==> config.mk <==
export PLATFORM = sky130hd
export DESIGN_NAME = latched_tick_counter
export DESIGN_NICKNAME = d
export VERILOG_FILES = /design/src/rtl/latched_tick_counter.sv
export SDC_FILE = /design/constraint.sdc
export NUM_CORES = 1
export LEC_CHECK = 0
export BUFFER_PORTS_ARGS = -buffer_cell sky130_fd_sc_hd__buf_2
export CORE_MARGIN = 3
export CORE_UTILIZATION = 25
export CTS_CLUSTER_DIAMETER = 40
export CTS_CLUSTER_SIZE = 20
export DETAILED_ROUTE_END_ITERATION = 16
export PLACE_DENSITY = 0.38
export RECOVER_POWER = 50
export REMOVE_ABC_BUFFERS = 1
export SLEW_MARGIN = 20
export SYNTH_ARGS = -nofsm -noshare
export SYNTH_HDL_FRONTEND = slang
export SYNTH_SLANG_ARGS = --single-unit
==> constraint.sdc <==
create_clock -name clk -period 3.8 [get_ports clk]
set_input_delay 1.14 -clock clk [delete_from_list [all_inputs] [get_ports clk]]
set_output_delay 1.14 -clock clk [all_outputs]
set_load 0.01 [all_outputs]
==> src/rtl/latched_tick_counter.sv <==
module latched_tick_counter #(
  parameter int CNT_W       = 64,
  parameter int LATCH_DELAY = 2,
  parameter int ADDR_W      = 8,
  parameter logic [ADDR_W-1:0] CTRL_OFS = 8'hA0,
  parameter logic [ADDR_W-1:0] LO_OFS   = 8'hA4,
  parameter logic [ADDR_W-1:0] HI_OFS   = 8'hA8
) (
  input  logic              clk,
  input  logic              rst_n,
  input  logic              tick,
  input  logic              wr_en,
  input  logic [ADDR_W-1:0] addr,
  input  logic [31:0]       wr_data,
  output logic [31:0]       rd_data
);
  localparam int HALF    = CNT_W / 2;
  localparam int WW      = (LATCH_DELAY > 1) ? $clog2(LATCH_DELAY) : 1;
  localparam int REQ_BIT = 1;

  logic [CNT_W-1:0] cnt;
  logic [CNT_W-1:0] snap;
  logic             pend;
  logic [WW-1:0]    wait_cnt;
  logic             take;

  assign take = wr_en && (addr == CTRL_OFS) && wr_data[REQ_BIT] && !pend;

  always_ff @(posedge clk) begin
    if (!rst_n)     cnt <= '0;
    else if (tick)  cnt <= cnt + 1'b1;
  end

  always_ff @(posedge clk) begin
    if (!rst_n) begin
      pend     <= 1'b0;
      wait_cnt <= '0;
      snap     <= '0;
    end else if (take) begin
      pend     <= 1'b1;
      wait_cnt <= WW'(LATCH_DELAY - 1);
    end else if (pend) begin
      if (wait_cnt == '0) begin
        pend <= 1'b0;
        snap <= cnt;
      end else begin
        wait_cnt <= wait_cnt - 1'b1;
      end
    end
  end

  always_comb begin
    rd_data = '0;
    if (addr == CTRL_OFS)    rd_data[REQ_BIT] = pend;
    else if (addr == LO_OFS) rd_data = 32'(snap[HALF-1:0]);
    else if (addr == HI_OFS) rd_data = 32'(snap[CNT_W-1:HALF]);
  end
endmodule


# == Yosys cells after proc, flatten, opt, wreduce, memory -nomap -nowiden ==
# Index checks and enable logic that the tools add are counted.
# word_totals
out_inout_bits,32
elab_cells,28
ff_bits,130
inputBits,44
# op_classes
eq_ne,3
mux,11
add_sub_neg,2
reduce_logical,6
bitwise_logic,2
# ops
operator,n
64-bit by 1-bit adder with 64-bit output (second input constant),1
32-bit two-way mux,2
30-bit two-way mux,1
8-bit == test (second input constant),3
1-bit two-way mux,8
1-bit logical AND,3
3-bit AND reduction,1
1-bit NOT,2
2-bit nonzero test,1
1-bit zero test,1
1-bit subtractor (second input constant),1

# == Logic depth before layout (Yosys ltp) ==
# logic_depth
ltp_word,6
depth_mapped,8

# == Least setup slack after synthesis ==
# No wires, ideal clock.
# synth_path
path_type,input to output
start,in addr[6]
end,out rd_data[10]
cell_stages,5
required_ns,2.660
setup_slack_ns,0.239
t_arrival_ns,2.421
path_cell_list,nor4b_1 nand3b_1 nor3b_1 clkbuf_1 a22o_1
# synth_between
elab_chain_len,4
word_cells_on_any_way,6
classes_between,eq/ne: 3; mux: 3
# synth_rtl
item,line_no,text
start: declaration,13,"input logic [ADDR_W-1:0] addr,"
8-bit == test,56,else if (addr == HI_OFS) rd_data = 32'(snap[CNT_W-1:HALF]);
32-bit two-way mux,56,
32-bit two-way mux,55,else if (addr == LO_OFS) rd_data = 32'(snap[HALF-1:0]);
30-bit two-way mux *,54,if (addr == CTRL_OFS) rd_data[REQ_BIT] = pend;
end: declaration,15,output logic [31:0] rd_data
# Mark *: on every way between the ends. The rest lies on a longest branch, timed or not.

# == Final worst setup path ==
# layout_path
start,in addr[6]
end,out rd_data[3]
# The elaborated chain is that of the path after synthesis.

==> flow_summary.toml <==
[setup_path]
setup.worst_path.start = "addr[6]"
worst_setup_path_start_kind = "input pin"
crit_path_max_fanout = 16
cp.arrival_ns = 2.62
reg2regPathDepth = 4
cp.required_ns = 2.66
crit_type = "in2out"
reg2reg_from = "pend"
worstSetupEndpointType = "output pin"

[floorplanning]
core.rowCount = 54
die_y_um = 157.2
fp.dieW_um = 157.2
dieArea_um2 = 24700
start_util_pct = 25.77
ios = 76
core_region_area_um2 = 22160

[synthesis]
ys_async_sr_fraction_pct = 0
synth_top_cell_area_share_pct = 45.56
yosysMostFrequentCell = "nand2_1"
yosys.area.top_type = "dfxtp_1"
netlist_area_um2 = 5712
synth.avg_cell_area_um2 = 7.988
yosys_warnings = 0
yosysUniqueCellTypes = 37
ys_seq_elements = 130
yosys-top-cells-count = "157 x nand2_1, 130 x dfxtp_1, 89 x a21oi_1"
seq_area_frac_synth_pct = 45.56
synthFlopType = "dfxtp_1"
netlist_instances = 715
synthTopCellsByArea = "dfxtp_1 46%, nand2_1 10%, a21oi_1 7.8%, a22o_1 4.8%, nand4_1 3.4%"
synth_edf_count = 0

[timing]
finalCritPeriodShare_pct = 99.03
max_slew.worst_pin.slew_ns = 1.323
finClkSkew_ns = 0.01015
fin_tns_setup_ns = 0
fmax_ghz = 0.2657
finalSetupViolations = 0
timing.hold.ws_ns = 0.4539
slew_viol_final = 0
slew_headroom_pct = 11.37
postLayoutSetupSlackWorst_ns = 0.03690
hold_viol_final = 0
final.min_clock_period_ns = 3.763

[cells_and_area]
multi_input_area_um2 = 2957
nNetsFinal = 796
antenna_cells = 0
syn_to_final_growth_pct = 23.04
drive_gt1_share_pct = 13.22
regArea_um2 = 2603
fill_cells = 2408

[cts]
clkTransAtPathRegs_ns = 0.05
cts_root_buffer = "clkbuf_16"
cts_tree = "done"
htree_levels = 4
clk_path_buf_depth = 2
cts_sinks = 130
numCtsBuffers = 17
clk_latency_ns = 0.42

[route]
wire_per_inst_um = 16.32
drc_errors = 0
vias = 5094
wl_mm = 17.04
antenna_left = 0
drt_iter0_drc = 295
viasPerCell = 4.879
drt_first_pass_iters = 4

[placement]
routabilityCongestion = 0.7534
port-buffer-count = 44
place_ws_ns = 0.04382
hpwlAfterDp_mm = 11.30

[hold_path]
holdPathStages = 2
worstHoldStart = "snap[37]"
hold_class = "reg2reg"

[power_and_ir_drop]
leakage_nw = 2.292
p_total_mw = 3.403
p_per_area_nw_per_um2 = 484.2
peakVddDrop_v = 0.0002878

[flow_run]
maxCapViolations = 0

[global_route]
antenna_found_initial = 0
grt_pass1_wl_mm = 27.50
track_usage_pct = 14.18
grt_max_degree = 102
grt_pass1_vias = 5044
grt_overflow = 0

[status]
status = "finished, final reports clean"
==> worst paths after layout <==
kind	to	slack [ns]
worst min register to register	snap[37]	0.45
worst min-delay path	snap[37]	0.45
worst max register to register	snap[43]	1.09
worst max-delay path	rd_data[3]	0.04
==> flip-flops by register name (all words and copies together), names as in the netlist <==
| signal | count |
|---|---|
| cnt | 64 |
| pend | 1 |
| snap | 64 |
| wait_cnt | 1 |
==> timing repair <==
| action | CTS | global route |
|---|---|---|
| resized for setup | 0 | 6 |
| setup endpoints to repair | 0 | 12 |
| hold buffers | 0 | 0 |
| setup buffers | 0 | 2 |
==> routing by layer <==
layer	GRT usage [%]	share of wire [%]	wire, um
met5	0	0	0
met4	5.579	1.6	273
met1	19.65	51	8666
met2	21.40	45	7595
met3	3.244	2.9	502
==> worst max-delay path, stage by stage <==
cell and delay, ns:
buf_6 0.09, nor4b_2 0.25, nand3b_1 0.24, nor3b_4 0.26
buf_4 0.15, clkbuf_16 0.19, a22o_1 0.16, buf_2 0.14
==> cell type report <==
class	instances	area share (%)
clock buffers	18	6.106
flip-flops and latches	130	37.03
clock inverters	14	4.041
multi-input cells	536	42.07
repair buffers	59	5.377
well taps	280	4.985
inverters	7	0.3917
==> metrics by stage <==
stage                     std cells  cell area (um^2)  util [%]
after floorplan                 673              5552         -
after global placement         1009              6271     28.30
after detailed placement       1009              6271     28.30
after CTS                      1041              6984     31.52
after global routing           1044              7028     31.71
final                          1044              7028     31.71
==> layout by cell type (no fill, tap or decap), drive strengths merged, types with 3 or more instances in the layout <==
master  instances
buf            55
nor2           47
and2            6
a21oi          89
and4           12
nor4           19
nand4          32
or3            23
nand2         157
clkinv          5
a22o           31
o21ai          25
clkbuf         22
nand3          22
inv             6
and3            6
xor2           17
nor3           13
bufinv          8
mux2i           3
dfxtp         130
xnor2          21
==> where the power goes <==
| group | switching (mW) | internal, mW |
|---|---|---|
| logic | 0.0313 | 0.0112 |
| clock network | 0.627 | 1.36 |
| registers | 0.00494 | 1.37 |
| total | 0.663 | 2.74 |
==> logic make-up (layout without fill, tap and decap cells) <==
| kind of cell | Yosys count | in the layout | share of synthesized area [%] |
|---|---|---|---|
| buffers and inverters | 49 | 98 | 3.264 |
| DFF | 130 | 130 | 45.56 |
| xor gates and xnor gates | 38 | 38 | 5.827 |
| and+or+nand+nor | 348 | 348 | 29.75 |
| muxes | 3 | 3 | 0.5258 |
| adders and majority gates | 1 | 1 | 0.2190 |
| AOI/OAI and AO/OA | 146 | 146 | 14.85 |
No activity file was read; power rests on OpenSTA's default activity.
